--- config.mk ---
export PLATFORM = sky130hd
export DESIGN_NAME = mw_eeprom_host
export DESIGN_NICKNAME = d
export VERILOG_FILES = /design/src/rtl/mw_host_pkg.sv /design/src/rtl/mw_sk_gen.sv /design/src/rtl/mw_frame_build.sv /design/src/rtl/mw_eeprom_host.sv
export SDC_FILE = /design/constraint.sdc
export NUM_CORES = 1
export LEC_CHECK = 0
export CELL_PAD_IN_SITES_DETAIL_PLACEMENT = 1
export CELL_PAD_IN_SITES_GLOBAL_PLACEMENT = 2
export CORE_MARGIN = 3
export CORE_UTILIZATION = 41
export CTS_CLUSTER_DIAMETER = 150
export DETAILED_ROUTE_END_ITERATION = 6
export DONT_BUFFER_PORTS = 1
export GPL_TIMING_DRIVEN = 0
export PLACE_DENSITY_LB_ADDON = 0.1
export SLEW_MARGIN = 20
export SYNTH_ARGS = -nofsm -noshare
export SYNTH_HDL_FRONTEND = slang
export SYNTH_SLANG_ARGS = --single-unit
--- constraint.sdc ---
create_clock -name clk -period 2.7 [get_ports clk]
set_input_delay 0.81 -clock clk [delete_from_list [all_inputs] [get_ports clk]]
set_output_delay 0.81 -clock clk [all_outputs]
set_load 0.005 [all_outputs]
--- src/rtl/mw_host_pkg.sv ---
`timescale 1ns/1ps
package mw_host_pkg;
    typedef enum logic [2:0] {
        OP_READ  = 3'd0,
        OP_WRITE = 3'd1,
        OP_ERASE = 3'd2,
        OP_WREN  = 3'd3,
        OP_WRDIS = 3'd4,
        OP_FILL1 = 3'd5,
        OP_FILLD = 3'd6
    } mw_op_e;

    typedef enum logic [2:0] {
        S_IDLE, S_SEND, S_READ, S_GAP, S_POLL, S_RELEASE
    } mw_state_e;

    localparam logic [1:0] CODE_SPECIAL = 2'b00;
    localparam logic [1:0] CODE_WRITE   = 2'b01;
    localparam logic [1:0] CODE_READ    = 2'b10;
    localparam logic [1:0] CODE_ERASE   = 2'b11;

    localparam logic [1:0] SUB_DISABLE  = 2'b00;
    localparam logic [1:0] SUB_FILLD    = 2'b01;
    localparam logic [1:0] SUB_FILL1    = 2'b10;
    localparam logic [1:0] SUB_ENABLE   = 2'b11;
endpackage

--- src/rtl/mw_sk_gen.sv ---
`timescale 1ns/1ps
// Serial clock divider: each phase lasts HALF system cycles while run is high.
module mw_sk_gen #(
    parameter int HALF = 4
) (
    input  logic clk,
    input  logic rst_n,
    input  logic run,
    output logic sk,
    output logic rise,
    output logic fall
);
    localparam int CW = (HALF > 1) ? $clog2(HALF) : 1;

    logic [CW-1:0] cnt_q;
    logic          tc;

    assign tc   = (cnt_q == CW'(HALF - 1));
    assign rise = run && tc && !sk;
    assign fall = run && tc && sk;

    always_ff @(posedge clk or negedge rst_n) begin
        if (!rst_n) begin
            cnt_q <= '0;
            sk    <= 1'b0;
        end else if (!run) begin
            cnt_q <= '0;
            sk    <= 1'b0;
        end else if (tc) begin
            cnt_q <= '0;
            sk    <= ~sk;
        end else begin
            cnt_q <= cnt_q + 1'b1;
        end
    end
endmodule

--- src/rtl/mw_frame_build.sv ---
`timescale 1ns/1ps
// Builds the left-aligned outgoing frame and classifies the command.
module mw_frame_build
    import mw_host_pkg::*;
#(
    parameter int ADDR_W = 8,
    parameter int DATA_W = 16
) (
    input  logic [2:0]                          op,
    input  logic [ADDR_W-1:0]                   addr,
    input  logic [DATA_W-1:0]                   wdata,
    output logic [3+ADDR_W+DATA_W-1:0]          frame,
    output logic [$clog2(4+ADDR_W+DATA_W)-1:0]  len,
    output logic                                is_read,
    output logic                                is_prog
);
    localparam int FRAME_W = 3 + ADDR_W + DATA_W;
    localparam int HDR_W   = 3 + ADDR_W;
    localparam int LEN_W   = $clog2(FRAME_W + 1);

    logic [1:0]        code;
    logic [ADDR_W-1:0] field;
    logic              with_data;

    always_comb begin
        code      = CODE_SPECIAL;
        field     = '0;
        with_data = 1'b0;
        is_read   = 1'b0;
        is_prog   = 1'b0;
        unique case (op)
            OP_READ:  begin code = CODE_READ;  field = addr; is_read = 1'b1; end
            OP_WRITE: begin code = CODE_WRITE; field = addr; with_data = 1'b1; is_prog = 1'b1; end
            OP_ERASE: begin code = CODE_ERASE; field = addr; is_prog = 1'b1; end
            OP_WREN:  field = {SUB_ENABLE,  {(ADDR_W-2){1'b0}}};
            OP_WRDIS: field = {SUB_DISABLE, {(ADDR_W-2){1'b0}}};
            OP_FILL1: begin field = {SUB_FILL1, {(ADDR_W-2){1'b0}}}; is_prog = 1'b1; end
            OP_FILLD: begin
                field = {SUB_FILLD, {(ADDR_W-2){1'b0}}};
                with_data = 1'b1;
                is_prog = 1'b1;
            end
            default: ;
        endcase
        frame = {1'b1, code, field, (with_data ? wdata : {DATA_W{1'b0}})};
        len   = with_data ? LEN_W'(FRAME_W) : LEN_W'(HDR_W);
    end
endmodule

--- src/rtl/mw_eeprom_host.sv ---
`timescale 1ns/1ps
module mw_eeprom_host
    import mw_host_pkg::*;
#(
    parameter int SK_HALF    = 4,
    parameter int CS_GAP     = 10,
    parameter int POLL_LIMIT = 4000,
    parameter int ADDR_W     = 8,
    parameter int DATA_W     = 16
) (
    input  logic              clk,
    input  logic              rst_n,
    input  logic [2:0]        cmd_op,
    input  logic [ADDR_W-1:0] cmd_addr,
    input  logic [DATA_W-1:0] cmd_wdata,
    input  logic [ADDR_W-1:0] cmd_count,
    input  logic              cmd_start,
    output logic              cmd_done,
    output logic              cmd_error,
    output logic [DATA_W-1:0] rd_data,
    output logic              rd_valid,
    output logic              busy,
    output logic              mw_cs,
    output logic              mw_sk,
    output logic              mw_di,
    input  logic              mw_do
);
    localparam int FRAME_W = 3 + ADDR_W + DATA_W;
    localparam int LEN_W   = $clog2(FRAME_W + 1);
    localparam int RB_W    = $clog2(DATA_W);
    localparam int GAP_W   = $clog2(CS_GAP + 1);
    localparam int POLL_W  = $clog2(POLL_LIMIT + 1);

    mw_state_e state_q, state_d;

    logic [FRAME_W-1:0] frame_w, sr_q;
    logic [LEN_W-1:0]   len_w, len_q, sent_q;
    logic               is_read_w, is_prog_w, is_read_q, is_prog_q;
    logic               run_q, sk_rise, sk_fall;
    logic [RB_W-1:0]    rbit_q;
    logic [DATA_W-1:0]  rsh_q;
    logic [ADDR_W-1:0]  words_q;
    logic [GAP_W-1:0]   gap_q;
    logic [POLL_W-1:0]  poll_q;
    logic               start_ok, frame_end, word_end;

    mw_frame_build #(.ADDR_W(ADDR_W), .DATA_W(DATA_W)) u_frame (
        .op(cmd_op), .addr(cmd_addr), .wdata(cmd_wdata),
        .frame(frame_w), .len(len_w), .is_read(is_read_w), .is_prog(is_prog_w)
    );

    mw_sk_gen #(.HALF(SK_HALF)) u_sk (
        .clk(clk), .rst_n(rst_n), .run(run_q),
        .sk(mw_sk), .rise(sk_rise), .fall(sk_fall)
    );

    assign start_ok  = cmd_start && (cmd_op != 3'd7);
    assign frame_end = sk_fall && (sent_q == len_q);
    assign word_end  = sk_fall && (rbit_q == RB_W'(DATA_W - 1));
    assign busy      = (state_q != S_IDLE);

    // State register
    always_ff @(posedge clk or negedge rst_n) begin
        if (!rst_n) state_q <= S_IDLE;
        else        state_q <= state_d;
    end

    // Transitions
    always_comb begin
        state_d = state_q;
        unique case (state_q)
            S_IDLE:    if (start_ok) state_d = S_SEND;
            S_SEND:    if (frame_end) state_d = is_read_q ? S_READ : (is_prog_q ? S_GAP : S_IDLE);
            S_READ:    if (word_end && words_q == ADDR_W'(1)) state_d = S_IDLE;
            S_GAP:     if (gap_q == GAP_W'(CS_GAP - 1)) state_d = S_POLL;
            S_POLL:    if (mw_do) state_d = S_RELEASE;
                       else if (poll_q == POLL_W'(POLL_LIMIT - 1)) state_d = S_IDLE;
            S_RELEASE: if (sk_fall) state_d = S_IDLE;
            default:   state_d = S_IDLE;
        endcase
    end

    // Pins and datapath
    always_ff @(posedge clk or negedge rst_n) begin
        if (!rst_n) begin
            mw_cs <= 1'b0; mw_di <= 1'b0; run_q <= 1'b0;
            cmd_done <= 1'b0; cmd_error <= 1'b0; rd_valid <= 1'b0; rd_data <= '0;
            sr_q <= '0; len_q <= '0; sent_q <= '0; is_read_q <= 1'b0; is_prog_q <= 1'b0;
            rbit_q <= '0; rsh_q <= '0; words_q <= '0; gap_q <= '0; poll_q <= '0;
        end else begin
            cmd_done <= 1'b0;
            rd_valid <= 1'b0;
            unique case (state_q)
                S_IDLE: if (start_ok) begin
                    mw_cs     <= 1'b1;
                    run_q     <= 1'b1;
                    mw_di     <= frame_w[FRAME_W-1];
                    sr_q      <= frame_w << 1;
                    len_q     <= len_w;
                    sent_q    <= '0;
                    is_read_q <= is_read_w;
                    is_prog_q <= is_prog_w;
                    words_q   <= (cmd_count == '0) ? ADDR_W'(1) : cmd_count;
                    cmd_error <= 1'b0;
                end
                S_SEND: begin
                    if (sk_rise) sent_q <= sent_q + 1'b1;
                    if (frame_end) begin
                        mw_di <= 1'b0;
                        if (is_read_q) begin
                            rbit_q <= '0;          // dummy bit dropped here
                        end else begin
                            run_q <= 1'b0;
                            mw_cs <= 1'b0;
                            gap_q <= '0;
                            if (!is_prog_q) cmd_done <= 1'b1;
                        end
                    end else if (sk_fall) begin
                        mw_di <= sr_q[FRAME_W-1];
                        sr_q  <= sr_q << 1;
                    end
                end
                S_READ: if (sk_fall) begin
                    rsh_q  <= {rsh_q[DATA_W-2:0], mw_do};
                    rbit_q <= rbit_q + 1'b1;
                    if (word_end) begin
                        rd_data  <= {rsh_q[DATA_W-2:0], mw_do};
                        rd_valid <= 1'b1;
                        rbit_q   <= '0;
                        if (words_q == ADDR_W'(1)) begin
                            run_q    <= 1'b0;
                            mw_cs    <= 1'b0;
                            cmd_done <= 1'b1;
                        end else begin
                            words_q <= words_q - 1'b1;
                        end
                    end
                end
                S_GAP: begin
                    gap_q <= gap_q + 1'b1;
                    if (gap_q == GAP_W'(CS_GAP - 1)) begin
                        mw_cs  <= 1'b1;
                        poll_q <= '0;
                    end
                end
                S_POLL: begin
                    if (mw_do) begin
                        mw_di <= 1'b1;
                        run_q <= 1'b1;
                    end else begin
                        poll_q <= poll_q + 1'b1;
                        if (poll_q == POLL_W'(POLL_LIMIT - 1)) begin
                            mw_cs     <= 1'b0;
                            cmd_error <= 1'b1;
                            cmd_done  <= 1'b1;
                        end
                    end
                end
                S_RELEASE: if (sk_fall) begin
                    run_q    <= 1'b0;
                    mw_cs    <= 1'b0;
                    mw_di    <= 1'b0;
                    cmd_done <= 1'b1;
                end
                default: ;
            endcase
        end
    end
endmodule

Word level (Yosys, flattened, before mapping)
Cells that the tools add are included.

Flip-flop bits (word level): 110. Input bits: 39. Output and inout bits: 23.

Add/sub/neg operators: 6. Equal/unequal tests: 37. Muxes and demuxes: 78. Bitwise logic cells: 1. Reductions and logical operators: 38.

Operators by type and width (count): $mux 27 (3); $pmux 27 s2 (1); $mux 8 (5); $ne 2x2->1 const B (17); $mux 1 (33); $pmux 8 s4 (1); $mux 12 (2); $mux 4 (6); $pmux 12 s2 (1); $mux 3 (7); $pmux 3 s6 (1); $mux 16 (1); $pmux 4 s2 (2); $pmux 8 s2 (1); $mux 5 (3); $add 12x1->12 const B (1); $eq 12x12->1 const B (1); $eq 3x2->1 const B (4); $eq 3x3->1 const B (4); $reduce_and 3->1 (4); $reduce_and 4->1 (3); $reduce_bool 2->1 (6); $reduce_and 11->1 (1); $pmux 5 s2 (1); other kinds (33) (51).

Depth between registers and ports, before layout
Gate-level depths: netlist of run 1.

Depth after elaboration: 7. Depth in mapped cells: 9. Mapped depth without buffers: 7.

Cells and area by module
Synthesis of run 1 repeated with hierarchy kept, for this count alone.

Cell total of the unflattened synthesis: 508. Area total of the unflattened synthesis: 5841.9 um^2.

By module, submodules not included: mw_eeprom_host (times used 1, cells an instance 447, area each 5321.4 um^2, seq. area each 2652.5 um^2); mw_frame_build (times used 1, cells an instance 50, area each 389.1 um^2, seq. area each 0.0 um^2); mw_sk_gen (times used 1, cells an instance 11, area each 131.4 um^2, seq. area each 75.1 um^2).

Worst setup path after synthesis of run 1
OpenSTA, ideal clock, no wires.

Path kind: input to register. Start: input port mw_do. End: register poll_q[11]. Library setup time: 0.135 ns. Arrival time: 2.257 ns. Required time: 2.565 ns. Path slack: 0.308 ns. Cell stages on the path: 7. Buffers on the path: 2. Cell sequence: clkbuf_1 or4b_4 o41a_1 buf_2 nor4_1 xnor2_1 nor2_1.

Longest elaborated chain between the ends: 2.

RTL lines: from (decl) (line mw_eeprom_host.sv:26) `input logic mw_do`; $ne 2x2->1 (no line); $reduce_and 3->1 (no line); to (signal assigned) (line mw_eeprom_host.sv:151) `poll_q <= poll_q + 1'b1;`; to (decl) (line mw_eeprom_host.sv:44) `logic [POLL_W-1:0] poll_q;`.

Every way passes these cells. A chain may end at the register's enable or synchronous reset.

Worst setup path after layout of run 1
Start: register state_q[1]. End: register words_q[5].

Longest elaborated chain between the ends: 3.

RTL lines: from (decl) (line mw_eeprom_host.sv:34) `mw_state_e state_q, state_d;`; from (signal assigned) (line mw_eeprom_host.sv:65) `else state_q <= state_d;`; $eq 3x2->1 / $logic_not 3->1 (equally long branches) (line mw_eeprom_host.sv:93) `unique case (state_q)`; $ne 2x2->1 (no line) / $reduce_bool 2->1 (equally long branches); $reduce_and 5->1 (no line); to (signal assigned) (line mw_eeprom_host.sv:103) `words_q <= (cmd_count == '0) ? ADDR_W'(1) : cmd_count;`; to (signal assigned) (line mw_eeprom_host.sv:135) `words_q <= words_q - 1'b1;`; to (decl) (line mw_eeprom_host.sv:42) `logic [ADDR_W-1:0] words_q;`.

Several ways; a longest one is shown, not always the timed one.

==> summary.txt, run 1 <==
Logic synthesis
  • Synthesis-stage register bit count: 106
  • Distinct cell type count after synthesis: 63
  • Syn_nets: 553
  • Post-synth EDFFs: 0
  • Top cell type's share of synthesized area: 51.16%
  • Warnings from Yosys: 0
  • Area leader, netlist: dfrtp_1
  • Synth Flop Type: dfrtp_1
  • Asr flop ratio synth: 100.0%
  • Post-Syn Area: 5185 um2
  • Synth area leaders: dfrtp_1 51%, mux2_2 5.2%, a21oi_1 4.2%
  • Syn avg cell area: 10.33 um2
  • Seq/Total Area, Yosys: 51.16%
  • Mapped Cells: 502

Detailed routing
  • Vias per Instance: 5.660
  • Drt total wl: 12,310 um
  • Detailed-route DRC error count: 0
  • 1st-iter DRT viols: 176
  • ANT nets after route: 0
  • Routed length per placed instance: 17.97 um
  • Routed via count: between 3,000 and 4,000
  • Total iterations of the first detailed-routing run: 4

Flow run
  • Number of max-cap violations: 0

Clocking
  • Num CTS Buffers: 9
  • Clock Tree Root: clkbuf_16
  • Skew-Pair Late Insertion Delay: 360 ps
  • Post-CTS Hold Buffers: 0
  • CTS tree: yes
  • Clock transition at path regs: 70 ps
  • Clk sinks: 106
  • H-tree levels: 3
  • CTS Buffer Depth: 2

STA
  • Final Hold Violating Endpoints: 0
  • Final setup margin: 245.4 ps
  • Pins Over Slew Limit: 0
  • Post-layout min period: 2455 ps
  • F_max: 407.4 MHz
  • Count of final setup violators: 0
  • Slew at the pin closest to its max-slew limit: just over 600 ps
  • Rel. slew slack: 58.74%
  • Skew final: 6.597 ps
  • Fin crit share: about 91%
  • RSZ-0062 raised after global routing: false

Placement
  • Routability congestion estimate: around 0.79
  • Dpl cell area: 5395 um2
  • Port Buffers: 0
  • Post-Place Worst Slack: -399.2 ps
  • HPWL Detailed: 8674 um

Floorplanning
  • Die Y: 118.5 um
  • Die Footprint: roughly 14,000 um2
  • I/O Pins: 62
  • Initial Util: a little over two fifths
  • Core Region: approximately 12,000 um2
  • Rows: 40
  • Horiz. Die Dim: about 120 um

Global routing
  • GR Overflow Total: 0
  • Vias in the first global route: 4,126
  • Largest net degree at the start of global routing: 107
  • Overall Global Routing Usage: between 15 and 20%
  • First-pass GRT wire length: between 20,000 and 25,000 um
  • Number of antenna violations at the first check in global routing: 0

Setup path
  • FF-to-FF End: words_q[5]
  • Worst Reg2Reg Path Length in Cells: 8
  • Worst path slowest cell: nor2_2
  • RR Startpoint: state_q[1]
  • Kind of critical path: flop to flop
  • Number of cells on the critical path: 8
  • Max incr delay on CP: 420 ps
  • FF-to-FF setup slack: 250 ps
  • Critical-path maximum fanout: 10
  • Worst setup SP type: flop
  • Setup crit end kind: flop
  • Crit-path leading delay family: simple AND/OR/NAND/NOR gates
  • Worst path buffer plus inverter count: 3
  • Crit path from: state_q[1]
  • Most frequent cell on the critical path: o21ai_1
  • CP Data Arrival Time: 2680 ps
  • Critical path data required time: around 2900 ps
  • Worst setup endpoint: words_q[5]
  • Crit path cell chain: buf_2 -> nor3_1 -> inv_2 -> nor2_2 -> o21ai_1 -> clkbuf_1 -> o21ai_0 -> o21ai_1

Pwr
  • Pwr dens: 1014 nW/um2
  • Int Pwr: between 3 and 4 mW
  • Switching Fraction: 38.62%
  • VDD IR max: 0.0005085 V
  • Combinational share of power: about a third
  • Clk network pwr share: 23.7%
  • Part of the power in registers: 41.3%
  • Net load switching power: 2.238 mW
  • Leakage power: between 2 and 2.5 nW

Finish
  • Seq. cell area: 2653 um2
  • Footprint of the multi-input gates: 2397 um2
  • Area Overhead vs Synth: 10.23%
  • Commonest cells after routing, fill and taps aside: 106 x dfrtp_1, 54 x nor2_1, 44 x a21oi_1
  • Most common cell after layout, fill and taps aside: dfrtp_1
  • Final instance area: between 5000 and 6000 um2
  • Antenna cells: 0
  • Fill cells: about 1,400
  • Layout cells sized above 1: 11.99%
  • Final #Nets: 564

Run status
  • Run status: finished, final reports clean

Min path
  • HP Class: primary input to asynchronous set/reset pin
worst min-delay path by stage:
stage,endpoint,cells past startpoint,slack [ps]
3_5_place_dp,u_sk.cnt_q[0],1,440
3_3_place_gp,u_sk.cnt_q[0],1,420
4_1_cts,sr_q[17],0,130
2_1_floorplan,u_sk.cnt_q[0],1,410
6_report,words_q[4],0,150
5_1_grt,words_q[1],0,120
worst register-to-register path: stages, from the launching register on:
cell	delay, ps
dfrtp_1	370
buf_2	180
nor3_1	320
inv_2	120
nor2_2	420
o21ai_1	320
clkbuf_1	300
o21ai_0	210
o21ai_1	80
registers in the layout (all words and copies together) (netlist names), 2 cells and up:
signal	cells
sr_q	26
rd_data	16
rsh_q	15
poll_q	12
words_q	8
sent_q	5
gap_q	4
rbit_q	4
state_q	3
len_q	2
u_sk.cnt_q	2
timing repair:
action / in CTS / in global routing
buffers inserted: 0 / 0
gates resized for setup: 1 / 3
setup endpoints to repair: 3 / 16
through the flow:
| stage | utilization, % | instances | TNS, ps | power [mW] | hold WS (ps) |
|---|---|---|---|---|---|
| global route | 47.00 | 685 | 0 | 6.296 | 123.8 |
| floorplan | - | 502 | 0 | 3.877 | 413.9 |
| CTS | 46.90 | 685 | 0 | 5.861 | 127.8 |
| detailed placement | 44.36 | 670 | -2452 | 4.453 | 443.3 |
| global placement | 44.36 | 670 | -2054 | 4.362 | 422.9 |
| finish | 47.00 | 685 | 0 | 5.794 | 149.2 |
layer usage:
metal	vias to the layer above	GRT usage (%)	wire length, um
li1	1848	-	-
met1	1970	23.54	5524
met2	50	30.58	6137
met3	9	5.455	529
met4	0	4.417	119
met5	-	0	0
power by group through the flow:
stage	Combinational, mW	Sequential (mW)	Clock (mW)
6_report	2.02	2.40	1.37
5_1_grt	2.31	2.47	1.51
3_5_place_dp	2.03	2.42	0
4_1_cts	2.04	2.40	1.43
3_3_place_gp	1.96	2.40	0
2_1_floorplan	1.56	2.31	0
final cells by class:
cell class / instances / area share (%)
clock inverters: 6 / 1.423
well taps: 168 / 3.678
multi-input cells: 359 / 41.94
clock buffers: 9 / 3.940
inverters: 10 / 0.6567
plain buffers: 27 / 1.948
flip-flops and latches: 106 / 46.41
synth_stat cells (2+ instances only):
master    instances
dfrtp_1         106
nor2_1           55
a21oi_1          44
o21ai_0          30
nand2_1          28
mux2_2           24
a22oi_1          22
clkbuf_1         18
nor3_1           13
ha_1             12
inv_1             9
mux2_1            9
nand3_1           9
buf_2             8
nor4_1            8
o21ai_1           8
xor2_1            7
nand4_1           6
xnor2_1           6
nand2b_1          5
nor2b_1           5
a31oi_1           4
and3_1            4
o21bai_1          4
a22o_1            3
and2_1            3
nand3b_1          3
nor3b_1           3
o211ai_1          3
or3_1             3
a211o_1           2
mux2i_1           2
nand4b_1          2
nor3b_2           2
o21a_1            2
o311ai_0          2
o41ai_1           2
cells by family after synthesis:
kind of cell | after synthesis | share of synthesized area [%]
xor+xnor | 13 | 2.196
simple gates | 156 | 15.35
buf+inv | 37 | 2.871
flops | 106 | 51.16
fa+ha+maj | 12 | 2.896
mux | 35 | 7.553
compound gates | 143 | 17.98
Power figures use the tool's default switching activity.
==> inputs of run 2 (changes only) <==
--- a/config.mk
+++ b/config.mk
@@ -7,6 +7,7 @@
 export LEC_CHECK = 0
 export CELL_PAD_IN_SITES_DETAIL_PLACEMENT = 1
 export CELL_PAD_IN_SITES_GLOBAL_PLACEMENT = 2
+export CORE_ASPECT_RATIO = 0.8
 export CORE_MARGIN = 3
 export CORE_UTILIZATION = 41
 export CTS_CLUSTER_DIAMETER = 150
==> run 2 against run 1 <==
Effect of this change:
- first-iteration DRC count rose by 5.7%
- clock power rose by 4%
- sequential cell count did not move
- global-route usage rose by 0.44 points
- hold slack got worse by 1.1 ps
- setup slack got worse by 72 ps
- core utilization fell by 0.22 points
- design area rose by 0.26%
- cell count rose by 0.58%
- critical path type unchanged
==> summary.txt, run 2 (synthesis gave the netlist of run 1 again) <==
Detailed routing
  • ANT nets after route: 0 (unchanged)
  • Drt total wl: 12,480 um (+1.3%)
  • Detailed-route DRC error count: 0 (unchanged)
  • Vias per Instance: 5.620 (-0.71%)
  • 1st-iter DRT viols: 186 (+5.7%)
  • Routed length per placed instance: 18.11 um (+0.74%)
  • Routed via count: 3,872 (-0.13%)
  • Total iterations of the first detailed-routing run: 6 (+2)

Global routing
  • Number of antenna violations at the first check in global routing: 0 (unchanged)
  • GR Overflow Total: 0 (unchanged)
  • Vias in the first global route: 4,135 (+0.22%)
  • Overall Global Routing Usage: 18.78% (+0.44 points)
  • Largest net degree at the start of global routing: 107 (unchanged)
  • First-pass GRT wire length: 21,220 um (+0.65%)

STA
  • Pins Over Slew Limit: 0 (unchanged)
  • Skew final: 8.145 ps (+1.547 ps)
  • Count of final setup violators: 0 (unchanged)
  • Post-layout min period: 2526 ps (+71.72 ps)
  • Final Hold Violating Endpoints: 0 (unchanged)
  • Hold slack: 148.1 ps (-1.136 ps)
  • Rel. slew slack: 58.65% (-0.090 points)
  • Fin crit share: 93.57% (+2.7 points)
  • Slew at the pin closest to its max-slew limit: 617.6 ps (+4.300 ps)
  • RSZ-0062 raised after global routing: false
  • Final setup margin: 173.7 ps (-71.72 ps)
  • F_max: 395.8 MHz (-2.8%)

Setup path
  • Worst path buffer plus inverter count: 1 (-2)
  • Crit-path leading delay family: compound AO/OA/AOI/OAI gates
  • Setup crit end kind: flop
  • Max incr delay on CP: 400 ps (-20 ps)
  • Critical path data required time: 2940 ps (+20 ps)
  • Kind of critical path: flop to flop
  • CP Data Arrival Time: 2770 ps (+90 ps)
  • Worst path slowest cell: a32oi_1
  • Worst setup SP type: flop
  • Crit path cell chain: ha_1 -> clkbuf_1 -> nand3_2 -> a32oi_1 -> o21ai_2 -> a2111oi_4 -> mux2_1
  • Critical-path maximum fanout: 8 (-2)

Finish
  • Area Overhead vs Synth: 10.52%
  • Post-route insts no fill: 689 (+0.58%)
  • Top flop regs: sr_q (26), rd_data (16), rsh_q (15)
  • Antenna cells: 0 (unchanged)
  • Max FFs per register: 26 (unchanged)
  • Final #Nets: 564 (unchanged)
  • Most common cell after layout, fill and taps aside: dfrtp_1
  • Top reg by flops: sr_q
  • Commonest cells after routing, fill and taps aside: 106 x dfrtp_1, 54 x nor2_1, 44 x a21oi_1
  • Finished Core Util: 46.77% (-0.22 points)
  • Layout cells sized above 1: 12.36% (+0.36 points)

Clocking
  • H-tree levels: 3 (unchanged)
  • CTS tree: yes
  • Clk sinks: 106 (unchanged)
  • CTS Buffer Depth: 2 (unchanged)
  • Clock transition at path regs: 70 ps (about the same)
  • Clock Tree Root: clkbuf_16
  • Number of setup buffers added after CTS: 0 (unchanged)
  • Skew-Pair Late Insertion Delay: 360 ps (about the same)
  • Num CTS Buffers: 9 (unchanged)

Pwr
  • Leakage power: 2.493 nW (+0.28%)
  • Final Power: 5.843 mW (+0.84%)
  • VDD IR max: 0.0004434 V (-13%)
  • Pwr dens: 1020 nW/um2 (+0.58%)

Floorplanning
  • Die Footprint: 14,040 um2 (about the same)
  • Rows: 36 (-10%)
  • Horiz. Die Dim: 131.7 um (+11%)
  • Die Y: 106.6 um (-10%)
  • Initial Util: 42.32% (-0.31 points)
  • Core Region: 12,250 um2 (+0.74%)
  • I/O Pins: 62 (unchanged)

Placement
  • HPWL Detailed: 8896 um (+2.6%)
  • Placed Instances: 673 (+0.45%)
  • Post-Place Worst Slack: -381.4 ps (+17.81 ps)
  • Routability congestion estimate: 0.8243 (+4.7%)
  • Port Buffers: 0 (unchanged)

Run status
  • Run status: finished, final reports clean

Min path
  • HP Class: primary input to asynchronous set/reset pin

Flow run
  • Number of max-cap violations: 0 (unchanged)
==> run 2: cell types whose count changed in the layout (fill, tap and decap cells not counted), sizes merged <==
cell and change:
inv -1, clkbuf +2
==> run 2: repair_timing <==
| item | CTS | global route |
|---|---|---|
| gates resized for setup | 2 | 2 |
| endpoints found under the setup margin | 3 | 38 |
| hold buffers | 0 | 0 |
==> run 2: report_power, final <==
part / total (mW) / internal [mW] / switching, mW
sequential: 2.40 / 2.03 / 0.366
combinational: 2.03 / 0.784 / 1.25
clock: 1.42 / 0.786 / 0.630
==> run 2: area by class of cell <==
type | instances | area, um2
Multi-Input combinational cell | 359 | 2395
Buffer | 27 | 111.4
Fill cell | 1376 | 6521
Tap cell | 171 | 214.0
Clock inverter | 5 | 67.56
Clock buffer | 11 | 252.7
Sequential cell | 106 | 2653
Inverter | 10 | 37.54
==> run 2: worst paths after layout <==
kind / to / slack [ps] / start / cells past startpoint
max in group asynchronous: rsh_q[4] / 2400 / rst_n / 0
setup / recovery: mw_cs / 170 / u_sk.cnt_q[0] / 7
hold reg to reg: u_sk.cnt_q[0] / 460 / u_sk.cnt_q[0] / 1
hold / removal: poll_q[3] / 150 / rst_n / 0
setup reg to reg: mw_cs / 170 / u_sk.cnt_q[0] / 7
min in group clk: u_sk.cnt_q[0] / 460 / u_sk.cnt_q[0] / 1
==> run 2: worst register-to-register path: cells and delay by family (launching register included) <==
| family | cells | cell delay [ps] |
|---|---|---|
| AO/OA/AOI/OAI | 3 | 930 |
| flip-flops | 1 | 360 |
| multiplexers | 1 | 350 |
| buffers and inverters | 1 | 310 |
| AND/OR/NAND/NOR | 1 | 310 |
| adder cells (fa/ha/maj) | 1 | 150 |
==> run 2: per-layer routing <==
layer  GRT usage [%]  vias up  routed length, um
li1                -     1844                  -
met3           4.925        9                573
met5               0        -                  0
met1           26.71     1959               6216
met2           28.48       60               5542
met4           5.472        0                143
==> run 2: through the flow <==
step                      TNS [ps]  area, um2
after floorplan                  0       5185
after global placement       -1860       5399
after detailed placement     -2207       5399
after CTS                        0       5722
after global routing             0       5731
final                            0       5731
==> inputs of run 3 (changes only) <==
--- a/config.mk
+++ b/config.mk
@@ -5,11 +5,12 @@
 export SDC_FILE = /design/constraint.sdc
 export NUM_CORES = 1
 export LEC_CHECK = 0
+export ABC_AREA = 1
 export CELL_PAD_IN_SITES_DETAIL_PLACEMENT = 1
 export CELL_PAD_IN_SITES_GLOBAL_PLACEMENT = 2
-export CORE_ASPECT_RATIO = 0.8
+export CORE_ASPECT_RATIO = 1.4
 export CORE_MARGIN = 3
-export CORE_UTILIZATION = 41
+export CORE_UTILIZATION = 37
 export CTS_CLUSTER_DIAMETER = 150
 export DETAILED_ROUTE_END_ITERATION = 6
 export DONT_BUFFER_PORTS = 1
==> run 3 against run 2 <==
Effect of this change:
- setup slack better by 440 ps
- via count is 21% higher
- sequential share of layout area is 2.5 points lower
- clock skew is 0.66 ps higher
- die area is 17% higher
==> summary.txt, run 3 <==
Run status
  • Run status: finished, final reports clean

Floorplanning
  • Die Y: 150.6 um (+41%)
  • Horiz. Die Dim: 109.3 um (-17%)
  • Rows: 52 (+44%)
  • Core Region: 14,570 um2 (+19%)
  • I/O Pins: 62 (unchanged)
  • Initial Util: 37.93% (-4.4 points)
  • Die Footprint: 16,460 um2 (+17%)

Logic synthesis
  • Synth area leaders: dfrtp_1 48%, nand2_1 16%, o21ai_0 7.2%
  • Syn avg cell area: 7.688 um2 (-26%)
  • Synthesis-stage register bit count: 106 (unchanged)
  • Asr flop ratio synth: 100.0% (unchanged)
  • Area leader, netlist: dfrtp_1
  • Synth Flop Type: dfrtp_1
  • Post-Syn Area: 5528 um2 (+6.6%)
  • Distinct cell type count after synthesis: 35 (-44%)
  • Mapped Cells: 719 (+43%)
  • Post-synth EDFFs: 0 (unchanged)
  • Syn_nets: 770 (+39%)
  • Top post-synthesis cells by count: 233 x nand2_1, 106 x dfrtp_1, 79 x o21ai_0
  • Warnings from Yosys: 0 (unchanged)
  • Most numerous cell in the Yosys netlist: nand2_1
  • Top cell type's share of synthesized area: 47.99% (-3.2 points)
  • Seq/Total Area, Yosys: 47.99% (-3.2 points)

STA
  • Fin crit share: 77.15% (-16 points)
  • Slew at the pin closest to its max-slew limit: 565.9 ps (-51.73 ps)
  • Setup tns final: 0 ps (unchanged)
  • Final setup margin: 617.0 ps (+443.3 ps)
  • Count of final setup violators: 0 (unchanged)
  • Skew final: 8.803 ps (+0.6582 ps)
  • F_max: 480.1 MHz (+21%)
  • Final Hold Violating Endpoints: 0 (unchanged)
  • Post-layout min period: 2083 ps (-443.3 ps)
  • RSZ-0062 raised after global routing: false
  • Rel. slew slack: 62.02% (+3.4 points)
  • Pins Over Slew Limit: 0 (unchanged)

Finish
  • Area Overhead vs Synth: 9.461%
  • Layout cells sized above 1: 6.531% (-5.8 points)
  • Final #Nets: 781 (+38%)
  • Antenna cells: 0 (unchanged)
  • Top flop regs: sr_q (26), rd_data (16), rsh_q (15)
  • Commonest cells after routing, fill and taps aside: 233 x nand2_1, 106 x dfrtp_1, 79 x o21ai_0
  • Fill cells: 1,850 (+34%)
  • Max FFs per register: 26 (unchanged)
  • Top reg by flops: sr_q
  • Most common cell after layout, fill and taps aside: nand2_1

Clocking
  • CTS Buffer Depth: 2 (unchanged)
  • Resized cells post-CTS: 0 (-2)
  • Post-CTS Hold Buffers: 0 (unchanged)
  • Skew-Pair Late Insertion Delay: 350 ps (about the same)
  • Clk sinks: 106 (unchanged)
  • Number of setup buffers added after CTS: 0 (unchanged)
  • Clock transition at path regs: 80 ps (about the same)
  • CTS tree: yes
  • Num CTS Buffers: 9 (unchanged)
  • H-tree levels: 3 (unchanged)
  • Clock Tree Root: clkbuf_16

Setup path
  • Crit path from: u_sk.cnt_q[0]
  • Critical-path maximum fanout: 10 (+2)
  • Kind of critical path: flop to flop
  • Worst setup SP type: flop
  • CP Data Arrival Time: 2300 ps (-470 ps)
  • Critical path data required time: 2920 ps (-20 ps)
  • RR Startpoint: u_sk.cnt_q[0]
  • Setup crit end kind: flop

Pwr
  • Leakage power: 2.855 nW (+15%)
  • Pwr dens: 487.0 nW/um2 (-52%)
  • Part of the power in registers: 54.1% (+13 points)
  • Int Pwr: 2.274 mW (-37%)
  • Clk network pwr share: 44.0% (+20 points)
  • Net load switching power: 672.8 uW (-70%)
  • Combinational share of power: 1.9% (-33 points)
  • Switching Fraction: 22.83% (-16 points)
  • VDD IR max: 0.0002721 V (-39%)

Detailed routing
  • 1st-iter DRT viols: 180 (-3.2%)
  • Total iterations of the first detailed-routing run: 4 (-2)
  • ANT nets after route: 0 (unchanged)
  • Routed via count: 4,670 (+21%)
  • Routed length per placed instance: 15.94 um (-12%)
  • Drt total wl: 14,730 um (+18%)
  • Detailed-route DRC error count: 0 (unchanged)
  • Vias per Instance: 5.054 (-10%)

Global routing
  • GR Overflow Total: 0 (unchanged)
  • Overall Global Routing Usage: 19.27% (+0.48 points)
  • Vias in the first global route: 4,980 (+20%)
  • Number of antenna violations at the first check in global routing: 0 (unchanged)
  • First-pass GRT wire length: 24,950 um (+18%)
  • Largest net degree at the start of global routing: 107 (unchanged)

Placement
  • Routability congestion estimate: 0.8058 (-2.2%)
  • HPWL Detailed: 10,980 um (+23%)
  • Port Buffers: 0 (unchanged)
  • Post-Place Worst Slack: 266.7 ps (+648.1 ps)

Flow run
  • Number of max-cap violations: 0 (unchanged)

Min path
  • HP Class: primary input to asynchronous set/reset pin
-- run 3: power groups by stage --
stage | Clock, mW | Combinational (mW) | Sequential [mW]
after detailed placement | 0 | 0.0576 | 1.63
final | 1.30 | 0.0564 | 1.59
after CTS | 1.35 | 0.0581 | 1.59
after floorplan | 0 | 0.0444 | 1.63
after global routing | 1.42 | 0.0681 | 1.60
after global placement | 0 | 0.0560 | 1.63
-- run 3: per-layer routing --
metal / wire length (um) / GRT usage [%] / vias to the layer above
li1: - / - / 2349
met1: 6209 / 22.42 / 2261
met2: 7744 / 35.02 / 47
met5: 0 / 0 / -
met4: 198 / 5.303 / 0
met3: 575 / 4.462 / 13
-- run 3: stage by stage --
step           cell area (um2)  total power [mW]  utilization, %  hold slack (ps)  cells
6_report                  6051             2.947           41.52            144.6    924
2_1_floorplan             5528             1.670               -            407.4    719
3_5_place_dp              5764             1.684           39.55            428.4    908
3_3_place_gp              5764             1.682           39.55            421.6    908
4_1_cts                   6051             2.998           41.52            132.9    924
5_1_grt                   6051             3.083           41.52            125.2    924
-- run 3: worst max-delay path, cell delays in order, from the launching register on --
cell	delay, ps
dfrtp_1	350
ha_1	240
nand2_1	70
nor2_1	280
nand2_1	150
nor2_1	240
inv_1	140
clkbuf_1	260
nand2_1	120
o21ai_0	90
-- run 3: worst paths after layout --
check	slack (ps)	endpoint	cells past startpoint
max	620	rd_data[5]	9
min	140	poll_q[0]	0
max reg2reg	620	rd_data[5]	9
min reg2reg	430	u_sk.cnt_q[0]	1
max in group asynchronous	2310	cmd_done	0
min in group clk	430	u_sk.cnt_q[0]	1
-- run 3: final cells by class --
cell class	instances	area, um2	area share, %
tap	189	236.5	3.908
buffer	23	130.1	2.151
multi-input combinational	520	2482	41.03
inverter	70	262.8	4.342
clock buffer	10	239.0	3.950
sequential	106	2653	43.84
clock inverter	6	47.55	0.7858
-- run 3: cells by family (layout without fill, tap and decap cells) --
group	count (synthesis)	after routing	share of synthesized area, %
simple gates	362	362	27.75
fa+ha+maj	12	12	2.716
buf+inv	93	109	7.107
flops	106	106	47.99
compound gates	138	138	13.17
xor+xnor	8	8	1.268
